**config.mk**
```make
export PLATFORM = sky130hd
export DESIGN_NAME = spc_fb_proc
export DESIGN_NICKNAME = d
export VERILOG_FILES = /design/src/rtl/spc_pkg.sv /design/src/rtl/spc_boxplus.sv /design/src/rtl/spc_stack.sv /design/src/rtl/spc_fwd.sv /design/src/rtl/spc_bwd.sv /design/src/rtl/spc_fb_proc.sv
export SDC_FILE = /design/constraint.sdc
export NUM_CORES = 1
export LEC_CHECK = 0
export ABC_AREA = 1
export BUFFER_PORTS_ARGS = -buffer_cell sky130_fd_sc_hd__buf_2
export CAP_MARGIN = 30
export CORE_ASPECT_RATIO = 1.2
export CORE_MARGIN = 2
export CORE_UTILIZATION = 50
export DETAILED_ROUTE_END_ITERATION = 10
export GPL_ROUTABILITY_DRIVEN = 0
export GPL_TIMING_DRIVEN = 0
export PLACE_DENSITY = 0.78
export REMOVE_ABC_BUFFERS = 1
export SLEW_MARGIN = 0
export SYNTH_ARGS = -nofsm -noshare
export SYNTH_HDL_FRONTEND = slang
export SYNTH_SLANG_ARGS = --single-unit
```
**constraint.sdc**
```tcl
create_clock -name clk -period 12.6 [get_ports clk]
set_clock_uncertainty 0.15 [all_clocks]
set_input_delay 3.15 -clock clk [delete_from_list [all_inputs] [get_ports clk]]
set_output_delay 3.15 -clock clk [all_outputs]
set_load 0.1 [all_outputs]
```
**src/rtl/spc_pkg.sv**
```systemverilog
package spc_pkg;

    typedef enum logic {
        FWD_FILL = 1'b0,
        FWD_FULL = 1'b1
    } fwd_state_e;

    typedef enum logic {
        BWD_IDLE = 1'b0,
        BWD_RUN  = 1'b1
    } bwd_state_e;

    // correction term, argument and result both in quarter units
    function automatic logic [1:0] corr_quarter(input logic [31:0] x);
        if (x == 32'd0)       return 2'd3;
        else if (x <= 32'd3)  return 2'd2;
        else if (x <= 32'd8)  return 2'd1;
        else                  return 2'd0;
    endfunction

endpackage

```
**src/rtl/spc_boxplus.sv**
```systemverilog
module spc_boxplus #(
    parameter int W = 8
) (
    input  logic signed [W-1:0] a_i,
    input  logic signed [W-1:0] b_i,
    output logic signed [W-1:0] y_o
);
    import spc_pkg::*;

    localparam logic [W-1:0] MAXMAG = {1'b0, {(W-1){1'b1}}};

    logic [W-1:0] a_u, b_u, a_raw, b_raw, am, bm;
    logic [W-1:0] sum, diff, mn;
    logic [1:0]   gs, gd;
    logic [W:0]   tot, gd_ext;
    logic [W-1:0] mag;
    logic         neg;

    always_comb begin
        a_u   = a_i;
        b_u   = b_i;
        a_raw = a_i[W-1] ? (~a_u + 1'b1) : a_u;
        b_raw = b_i[W-1] ? (~b_u + 1'b1) : b_u;
        am    = (a_raw > MAXMAG) ? MAXMAG : a_raw;
        bm    = (b_raw > MAXMAG) ? MAXMAG : b_raw;
        sum   = am + bm;
        diff  = (am > bm) ? (am - bm) : (bm - am);
        mn    = (am < bm) ? am : bm;
        gs    = corr_quarter(32'(sum));
        gd    = corr_quarter(32'(diff));
        tot    = {1'b0, mn} + (W+1)'(gs);
        gd_ext = (W+1)'(gd);
        mag    = (tot > gd_ext) ? W'(tot - gd_ext) : '0;
        neg    = (a_i[W-1] ^ b_i[W-1]) && (mag != '0);
        y_o    = neg ? $signed(~mag + 1'b1) : $signed(mag);
    end

endmodule

```
**src/rtl/spc_stack.sv**
```systemverilog
module spc_stack #(
    parameter int W     = 8,
    parameter int DEPTH = 8,
    localparam int AW   = $clog2(DEPTH)
) (
    input  logic                clk,
    input  logic                rst_n,
    input  logic                wr_en_i,
    input  logic                wr_bank_i,
    input  logic [AW-1:0]       wr_addr_i,
    input  logic signed [W-1:0] wr_alpha_i,
    input  logic signed [W-1:0] wr_gamma_i,
    input  logic                rd_bank_i,
    input  logic [AW-1:0]       rd_addr_i,
    output logic signed [W-1:0] rd_alpha_o,
    output logic signed [W-1:0] rd_gamma_o
);

    logic signed [W-1:0] alpha_q [2][DEPTH];
    logic signed [W-1:0] alpha_d [2][DEPTH];
    logic signed [W-1:0] gamma_q [2][DEPTH];
    logic signed [W-1:0] gamma_d [2][DEPTH];

    always_comb begin
        alpha_d = alpha_q;
        gamma_d = gamma_q;
        if (wr_en_i) begin
            alpha_d[wr_bank_i][wr_addr_i] = wr_alpha_i;
            gamma_d[wr_bank_i][wr_addr_i] = wr_gamma_i;
        end
        rd_alpha_o = alpha_q[rd_bank_i][rd_addr_i];
        rd_gamma_o = gamma_q[rd_bank_i][rd_addr_i];
    end

    always_ff @(posedge clk or negedge rst_n) begin
        if (!rst_n) begin
            alpha_q <= '{default: '0};
            gamma_q <= '{default: '0};
        end else begin
            alpha_q <= alpha_d;
            gamma_q <= gamma_d;
        end
    end

endmodule

```
**src/rtl/spc_fwd.sv**
```systemverilog
module spc_fwd #(
    parameter int W       = 8,
    parameter int MAX_DEG = 8,
    localparam int DW     = $clog2(MAX_DEG + 1),
    localparam int AW     = $clog2(MAX_DEG)
) (
    input  logic                clk,
    input  logic                rst_n,
    input  logic                in_valid_i,
    output logic                in_ready_o,
    input  logic signed [W-1:0] in_llr_i,
    input  logic [DW-1:0]       in_deg_i,
    input  logic                take_i,
    output logic                full_o,
    output logic                full_bank_o,
    output logic [DW-1:0]       full_len_o,
    output logic                wr_en_o,
    output logic                wr_bank_o,
    output logic [AW-1:0]       wr_addr_o,
    output logic signed [W-1:0] wr_alpha_o,
    output logic signed [W-1:0] wr_gamma_o
);
    import spc_pkg::*;

    localparam logic signed [W-1:0] INF     = {1'b0, {(W-1){1'b1}}};
    localparam logic [DW-1:0]       DEG_MIN = DW'(2);
    localparam logic [DW-1:0]       DEG_MAX = DW'(MAX_DEG);

    typedef struct packed {
        fwd_state_e          st;
        logic                bank;
        logic [DW-1:0]       idx;
        logic [DW-1:0]       len;
        logic signed [W-1:0] alpha;
    } fwd_s;

    fwd_s s_q, s_d;

    logic                fire;
    logic [DW-1:0]       deg_c, eff_len;
    logic signed [W-1:0] alpha_cur, alpha_nx;

    spc_boxplus #(.W(W)) u_fwd_unit (
        .a_i (alpha_cur),
        .b_i (in_llr_i),
        .y_o (alpha_nx)
    );

    always_comb begin
        s_d        = s_q;
        in_ready_o = (s_q.st == FWD_FILL);
        fire       = in_valid_i && in_ready_o;
        if (in_deg_i < DEG_MIN)      deg_c = DEG_MIN;
        else if (in_deg_i > DEG_MAX) deg_c = DEG_MAX;
        else                         deg_c = in_deg_i;
        eff_len    = (s_q.idx == '0) ? deg_c : s_q.len;
        alpha_cur  = (s_q.idx == '0) ? INF : s_q.alpha;

        wr_en_o    = fire;
        wr_bank_o  = s_q.bank;
        wr_addr_o  = AW'(s_q.idx);
        wr_alpha_o = alpha_cur;
        wr_gamma_o = in_llr_i;

        if (fire) begin
            s_d.alpha = alpha_nx;
            s_d.len   = eff_len;
            if (DW'(s_q.idx + 1'b1) == eff_len) begin
                s_d.st  = FWD_FULL;
                s_d.idx = '0;
            end else begin
                s_d.idx = DW'(s_q.idx + 1'b1);
            end
        end
        if (s_q.st == FWD_FULL && take_i) begin
            s_d.st   = FWD_FILL;
            s_d.bank = ~s_q.bank;
        end

        full_o      = (s_q.st == FWD_FULL);
        full_bank_o = s_q.bank;
        full_len_o  = s_q.len;
    end

    always_ff @(posedge clk or negedge rst_n) begin
        if (!rst_n) begin
            s_q <= '{st: FWD_FILL, bank: 1'b0, idx: '0, len: DEG_MIN, alpha: INF};
        end else begin
            s_q <= s_d;
        end
    end

    // a finished row never reports a degree outside the legal range
    a_r6_len_bounds: assert property (@(posedge clk) disable iff (!rst_n)
        full_o |-> (full_len_o >= DEG_MIN && full_len_o <= DEG_MAX));

    // stack writes stay inside one bank
    a_r6_addr_in_range: assert property (@(posedge clk) disable iff (!rst_n)
        wr_en_o |-> (int'(wr_addr_o) < MAX_DEG));

    // a finished row keeps the input closed until the backward pass takes it
    a_r7_row_waits: assert property (@(posedge clk) disable iff (!rst_n)
        (full_o && !take_i) |=> (full_o && !in_ready_o));

endmodule

```
**src/rtl/spc_bwd.sv**
```systemverilog
module spc_bwd #(
    parameter int W       = 8,
    parameter int MAX_DEG = 8,
    localparam int DW     = $clog2(MAX_DEG + 1),
    localparam int AW     = $clog2(MAX_DEG)
) (
    input  logic                clk,
    input  logic                rst_n,
    input  logic                full_i,
    input  logic                full_bank_i,
    input  logic [DW-1:0]       full_len_i,
    output logic                take_o,
    output logic                rd_bank_o,
    output logic [AW-1:0]       rd_addr_o,
    input  logic signed [W-1:0] rd_alpha_i,
    input  logic signed [W-1:0] rd_gamma_i,
    output logic                out_valid_o,
    output logic signed [W-1:0] out_llr_o,
    output logic                out_last_o
);
    import spc_pkg::*;

    localparam logic signed [W-1:0] INF = {1'b0, {(W-1){1'b1}}};

    typedef struct packed {
        bwd_state_e          st;
        logic                bank;
        logic [DW-1:0]       k;
        logic signed [W-1:0] beta;
        logic                ov;
        logic signed [W-1:0] ollr;
        logic                olast;
    } bwd_s;

    bwd_s s_q, s_d;

    logic                running, at_end;
    logic signed [W-1:0] ext, beta_nx;

    spc_boxplus #(.W(W)) u_out_unit (
        .a_i (rd_alpha_i),
        .b_i (s_q.beta),
        .y_o (ext)
    );

    spc_boxplus #(.W(W)) u_bwd_unit (
        .a_i (s_q.beta),
        .b_i (rd_gamma_i),
        .y_o (beta_nx)
    );

    always_comb begin
        s_d       = s_q;
        rd_bank_o = s_q.bank;
        rd_addr_o = AW'(s_q.k);
        running   = (s_q.st == BWD_RUN);
        at_end    = running && (s_q.k == '0);
        take_o    = full_i && (!running || at_end);

        s_d.ov    = 1'b0;
        s_d.olast = 1'b0;
        if (running) begin
            s_d.ov    = 1'b1;
            s_d.ollr  = ext;
            s_d.olast = at_end;
            s_d.beta  = beta_nx;
            if (at_end) s_d.st = BWD_IDLE;
            else        s_d.k  = DW'(s_q.k - 1'b1);
        end
        if (take_o) begin
            s_d.st   = BWD_RUN;
            s_d.bank = full_bank_i;
            s_d.k    = DW'(full_len_i - 1'b1);
            s_d.beta = INF;
        end

        out_valid_o = s_q.ov;
        out_llr_o   = s_q.ollr;
        out_last_o  = s_q.olast;
    end

    always_ff @(posedge clk or negedge rst_n) begin
        if (!rst_n) begin
            s_q <= '{st: BWD_IDLE, bank: 1'b0, k: '0, beta: INF,
                     ov: 1'b0, ollr: '0, olast: 1'b0};
        end else begin
            s_q <= s_d;
        end
    end

    // a row's outputs are contiguous until its last one
    a_r5_burst: assert property (@(posedge clk) disable iff (!rst_n)
        (out_valid_o && !out_last_o) |=> out_valid_o);

    // a new row starts only after the previous row closed or from idle
    a_r5_row_boundary: assert property (@(posedge clk) disable iff (!rst_n)
        take_o |=> (!out_valid_o || out_last_o));

endmodule

```
**src/rtl/spc_fb_proc.sv**
```systemverilog
module spc_fb_proc #(
    parameter int W       = 8,
    parameter int MAX_DEG = 8
) (
    input  logic                                 clk,
    input  logic                                 rst_n,
    input  logic                                 in_valid,
    output logic                                 in_ready,
    input  logic signed [W-1:0]                  in_llr,
    input  logic [$clog2(MAX_DEG+1)-1:0]         in_deg,
    output logic                                 out_valid,
    output logic signed [W-1:0]                  out_llr,
    output logic                                 out_last
);

    localparam int DW = $clog2(MAX_DEG + 1);
    localparam int AW = $clog2(MAX_DEG);

    logic                take, full, full_bank;
    logic [DW-1:0]       full_len;
    logic                wr_en, wr_bank, rd_bank;
    logic [AW-1:0]       wr_addr, rd_addr;
    logic signed [W-1:0] wr_alpha, wr_gamma, rd_alpha, rd_gamma;

    spc_fwd #(.W(W), .MAX_DEG(MAX_DEG)) u_fwd (
        .clk         (clk),
        .rst_n       (rst_n),
        .in_valid_i  (in_valid),
        .in_ready_o  (in_ready),
        .in_llr_i    (in_llr),
        .in_deg_i    (in_deg),
        .take_i      (take),
        .full_o      (full),
        .full_bank_o (full_bank),
        .full_len_o  (full_len),
        .wr_en_o     (wr_en),
        .wr_bank_o   (wr_bank),
        .wr_addr_o   (wr_addr),
        .wr_alpha_o  (wr_alpha),
        .wr_gamma_o  (wr_gamma)
    );

    spc_stack #(.W(W), .DEPTH(MAX_DEG)) u_stack (
        .clk        (clk),
        .rst_n      (rst_n),
        .wr_en_i    (wr_en),
        .wr_bank_i  (wr_bank),
        .wr_addr_i  (wr_addr),
        .wr_alpha_i (wr_alpha),
        .wr_gamma_i (wr_gamma),
        .rd_bank_i  (rd_bank),
        .rd_addr_i  (rd_addr),
        .rd_alpha_o (rd_alpha),
        .rd_gamma_o (rd_gamma)
    );

    spc_bwd #(.W(W), .MAX_DEG(MAX_DEG)) u_bwd (
        .clk         (clk),
        .rst_n       (rst_n),
        .full_i      (full),
        .full_bank_i (full_bank),
        .full_len_i  (full_len),
        .take_o      (take),
        .rd_bank_o   (rd_bank),
        .rd_addr_o   (rd_addr),
        .rd_alpha_i  (rd_alpha),
        .rd_gamma_i  (rd_gamma),
        .out_valid_o (out_valid),
        .out_llr_o   (out_llr),
        .out_last_o  (out_last)
    );

endmodule

```
==> results.md <==
- The run finished with clean final reports.
- The overall via count from detail_route is 18755.
- After synthesis, the share of flip-flops with an asynchronous set or reset is 100.0%.
- The total negative slack is 0 ps.
- Among all flip-flop cells after synthesis, the most frequent one is sky130_fd_sc_hd__dfrtp_1.
- Measured along the x axis, the die boundary spans between 150 and 200 um.
- The required time at the worst-slack endpoint is between 10000 and 15000 ps.
- Of the synthesized area, sequential elements account for 36.70%.
- The placement-stage cell area is ~21000 um^2.
- The synthesized netlist cell count is 2868.
- The hold violation total from the final report came to 0.
- The final period utilization is 76.82%.
- After detailed routing, the average wire length per cell comes to 16.38 um.
- The initial antenna violation count is 0.
- The number of antenna diodes in the final layout is 0.
- CTS placed an instance of sky130_fd_sc_hd__clkbuf_16 at the clock tree root.
- At the end of the flow the core is filled with cells to 53.63%.
- Setup violations remaining at the end of the flow were counted as 0.
- The overall routed net length is around 55 mm.
- Across the run, the number of max-cap violations was 0.
- The maximum fanout along the worst path is 13.
- The critical path capture point type is a register.
- The start-to-end type of the worst setup path is in2reg.
- The worst hold margin is ~330 ps.
- Summed over all layers, the global routing overflow is 0.
- The number of buffer cells added on primary ports is 25.
- In this run the number of H-tree levels came out at 1.
- The final layout contains 2931 nets.
- The die is around 230 um tall.
- The DRC violations left is 0.
- Among cell families on the critical path, the largest total delay comes from compound AO/OA/AOI/OAI gates.
- The min-delay analysis places its worst path in the category reg2reg.
- The nature of the critical path startpoint is an input pin.
- The multi-input logic area is about 11000 um^2.
- For this run, the number of Yosys warnings is 0.
- The final critical delay including setup and external delays is 9679 ps.
- The number of buffer and inverter instances along the worst setup path is 4.
- In the global route stage, overall resource usage came out at 26.15%.
- The synthesized design contains just under 300 register bits.
- Synthesis instantiated 56 different standard cells from the library.
- The number of buffers inserted by hold repair at cts is 0.
- The number of standard-cell rows in the floorplan is 81.
- The via count of the first global-routing pass is 18221.
- Post-CTS timing repair inserted 0 buffers for setup.
- Summed over all nets, the half-perimeter wirelength after detailed placement is 37.93 mm.
- The post-synthesis average cell area is about 7.1 um^2.
- The highest clock frequency the design can meet is 103.3 MHz.
- Once the floorplan was initialized, standard cells occupied 50.38% of the core.
- On the critical path, the stage with the largest delay is an instance of sky130_fd_sc_hd__o21ai_0.
- The die covers 42380 um^2.
- In this run, the number of DRC markers left after iteration 0 of detailed routing was just over 2000.
- The number of optimization iterations in the first detailed-route pass is 6.
- Across the whole layout, storage elements account for about 7500 um^2.
- Setup repair after global routing left no endpoint under its margin.
- The first-pass GRT wire length is about 91 mm.
- The count of final max-slew check failures is 0.
- The detail route stage leaves a number of antenna-violating nets equal to 0.
- The design area is 21690 um^2.
- The cell area after synthesis is 20370 um^2.
- Compared with the post-synthesis result, the final layout area differs by 6.461%.
- The slew at the pin closest to its max-slew limit is between 1000 and 1500 ps.
- The critical path arrival is roughly 10000 ps.
- The TritonCTS clock tree is done.
- After detailed routing, the number of vias per cell comes to 5.574.
- The total area inside the core boundary comes to 40440 um^2.
- The number of buffers on the longest clock path is 3.
- For this run, the slowest stage of the critical path takes 740 ps.
- Entering global routing, the biggest net connects 106 pins.
- The dominant cell type by count on the critical path is sky130_fd_sc_hd__nor2_1.
- The number of I/O pins is 26.
- The worst pin sits at a relative slew slack of 30.59%.
- The number of clock buffers added by TritonCTS is 27.
- After clock tree synthesis, the clock-pin slew on the worst setup and hold paths is around 60 ps.
- The post-cts gate resize count is 0.
- The number of filler instances in the final layout is 3675.
- The number of synthesized flops with an enable pin is 0.
- The clock sink total is 298.
- The clock latency on the worst-skew pair is between 500 and 600 ps.
- The share of layout cells above drive strength 1 is 7.148%.
final cells by class:
class	count	area share [%]
Clock inverter	5	0.1327
Clock buffer	42	3.698
Inverter	408	7.073
Timing Repair Buffer	43	2.181
Sequential cell	298	34.50
Tap cell	539	3.110
Multi-Input combinational cell	2030	49.31
synth_stat cells (31+ instances only):
master | n | area share, %
sky130_fd_sc_hd__nand2_1 | 807 | 15
sky130_fd_sc_hd__buf_2 | 31 | 0.76
sky130_fd_sc_hd__o21ai_0 | 338 | 8.3
sky130_fd_sc_hd__a21oi_1 | 86 | 2.1
sky130_fd_sc_hd__inv_1 | 383 | 7.1
sky130_fd_sc_hd__clkbuf_1 | 73 | 1.3
sky130_fd_sc_hd__o211ai_1 | 37 | 1.4
sky130_fd_sc_hd__nor2_1 | 161 | 3.0
sky130_fd_sc_hd__nand3_1 | 228 | 5.6
sky130_fd_sc_hd__dfrtp_1 | 283 | 35
sky130_fd_sc_hd__xor2_1 | 45 | 1.9
sky130_fd_sc_hd__ha_1 | 93 | 5.7
worst paths after layout:
check,cells past startpoint,slack [ps],from,end
max,37,2920,in_llr[0],u_fwd.s_q[3]$_DFFE_PN1P_
min,2,330,u_bwd.out_llr_o[6]$_DFFE_PN0P_,u_bwd.out_llr_o[6]$_DFFE_PN0P_
max reg2reg,43,3320,u_bwd.rd_addr_o[1]$_DFFE_PN0P_,u_bwd.s_q[17]$_DFFE_PN0P_
min reg2reg,2,330,u_bwd.out_llr_o[6]$_DFFE_PN0P_,u_bwd.out_llr_o[6]$_DFFE_PN0P_
max in group asynchronous,3,8340,rst_n,u_bwd.rd_bank_o$_DFFE_PN0P_
min in group asynchronous,1,2480,rst_n,u_stack.gamma_q[77]$_DFFE_PN0P_
state kept, by name (all words and copies together) (netlist names):
register / count
u_bwd.out_valid_o: 1
u_bwd.rd_addr_o: 3
u_bwd.rd_bank_o: 1
u_fwd.wr_addr_o: 3
u_bwd.s_q: 9
u_fwd.full_bank_o: 1
u_stack.alpha_q: 128
u_fwd.s_q: 9
u_fwd.full_len_o: 4
u_bwd.out_last_o: 1
u_bwd.running: 1
u_stack.gamma_q: 128
u_fwd.full_o: 1
u_bwd.out_llr_o: 8
routing by layer:
metal,part of all wire [%],routed length (um),vias to the layer above,GRT usage [%]
met2,50,27350,696,46.32
met4,5.2,2883,0,14.61
met1,39,21750,8879,31.19
met5,0,0,-,0
li1,-,-,9013,-
met3,5.7,3124,167,2.569
cell families after synthesis:
kind of cell               Yosys count  share of synthesized area, %
AOI/OAI and AO/OA                  544                         14.71
and+or+nand+nor                   1310                         27.60
buffers and inverters              546                         11.17
adders and majority gates          108                         7.186
muxes                                3                        0.1474
other                                2                       0.03687
DFF                                298                         36.70
xor gates and xnor gates            57                         2.451
cell usage in the layout, fill, tap and decap left out, types with 5 or more instances in the layout:
| cell type | count |
|---|---|
| sky130_fd_sc_hd__ha_1 | 93 |
| sky130_fd_sc_hd__nor3_1 | 24 |
| sky130_fd_sc_hd__inv_2 | 16 |
| sky130_fd_sc_hd__inv_1 | 382 |
| sky130_fd_sc_hd__clkinv_1 | 9 |
| sky130_fd_sc_hd__buf_2 | 24 |
| sky130_fd_sc_hd__dfstp_2 | 15 |
| sky130_fd_sc_hd__nor2_4 | 11 |
| sky130_fd_sc_hd__clkbuf_8 | 7 |
| sky130_fd_sc_hd__o211ai_1 | 37 |
| sky130_fd_sc_hd__a21oi_1 | 86 |
| sky130_fd_sc_hd__nand2_1 | 807 |
| sky130_fd_sc_hd__buf_8 | 6 |
| sky130_fd_sc_hd__xnor2_1 | 12 |
| sky130_fd_sc_hd__dfrtp_1 | 280 |
| sky130_fd_sc_hd__fa_1 | 15 |
| sky130_fd_sc_hd__o21ai_0 | 337 |
| sky130_fd_sc_hd__clkbuf_16 | 27 |
| sky130_fd_sc_hd__nand3_1 | 228 |
| sky130_fd_sc_hd__nand3_2 | 9 |
| sky130_fd_sc_hd__nor2_1 | 149 |
| sky130_fd_sc_hd__clkbuf_1 | 8 |
| sky130_fd_sc_hd__o21ai_1 | 21 |
| sky130_fd_sc_hd__conb_1 | 8 |
| sky130_fd_sc_hd__buf_16 | 7 |
| sky130_fd_sc_hd__o22ai_1 | 5 |
| sky130_fd_sc_hd__or2_2 | 10 |
| sky130_fd_sc_hd__o31ai_1 | 6 |
| sky130_fd_sc_hd__a31oi_1 | 13 |
| sky130_fd_sc_hd__xor2_1 | 45 |
| sky130_fd_sc_hd__o21bai_1 | 12 |
| sky130_fd_sc_hd__nand2_2 | 16 |
| sky130_fd_sc_hd__nand3b_1 | 5 |
| sky130_fd_sc_hd__nand4_1 | 14 |
| sky130_fd_sc_hd__nor2_2 | 21 |
worst min-delay path: cells and delay by family (launching register included):
family / cells / cell delay, ps
and+or+nand+nor: 2 / 110
DFF: 1 / 340
per-stage QoR:
step	std cells	setup WS [ps]
after global placement	3300	-1919
final	3365	2921
after detailed placement	3318	2423
after floorplan	2736	2231
after global routing	3365	2355
after CTS	3365	2963
Power is left out: the tool's default activity adds up to more than one toggle a clock period on the data nets, which glitch-free logic cannot reach.
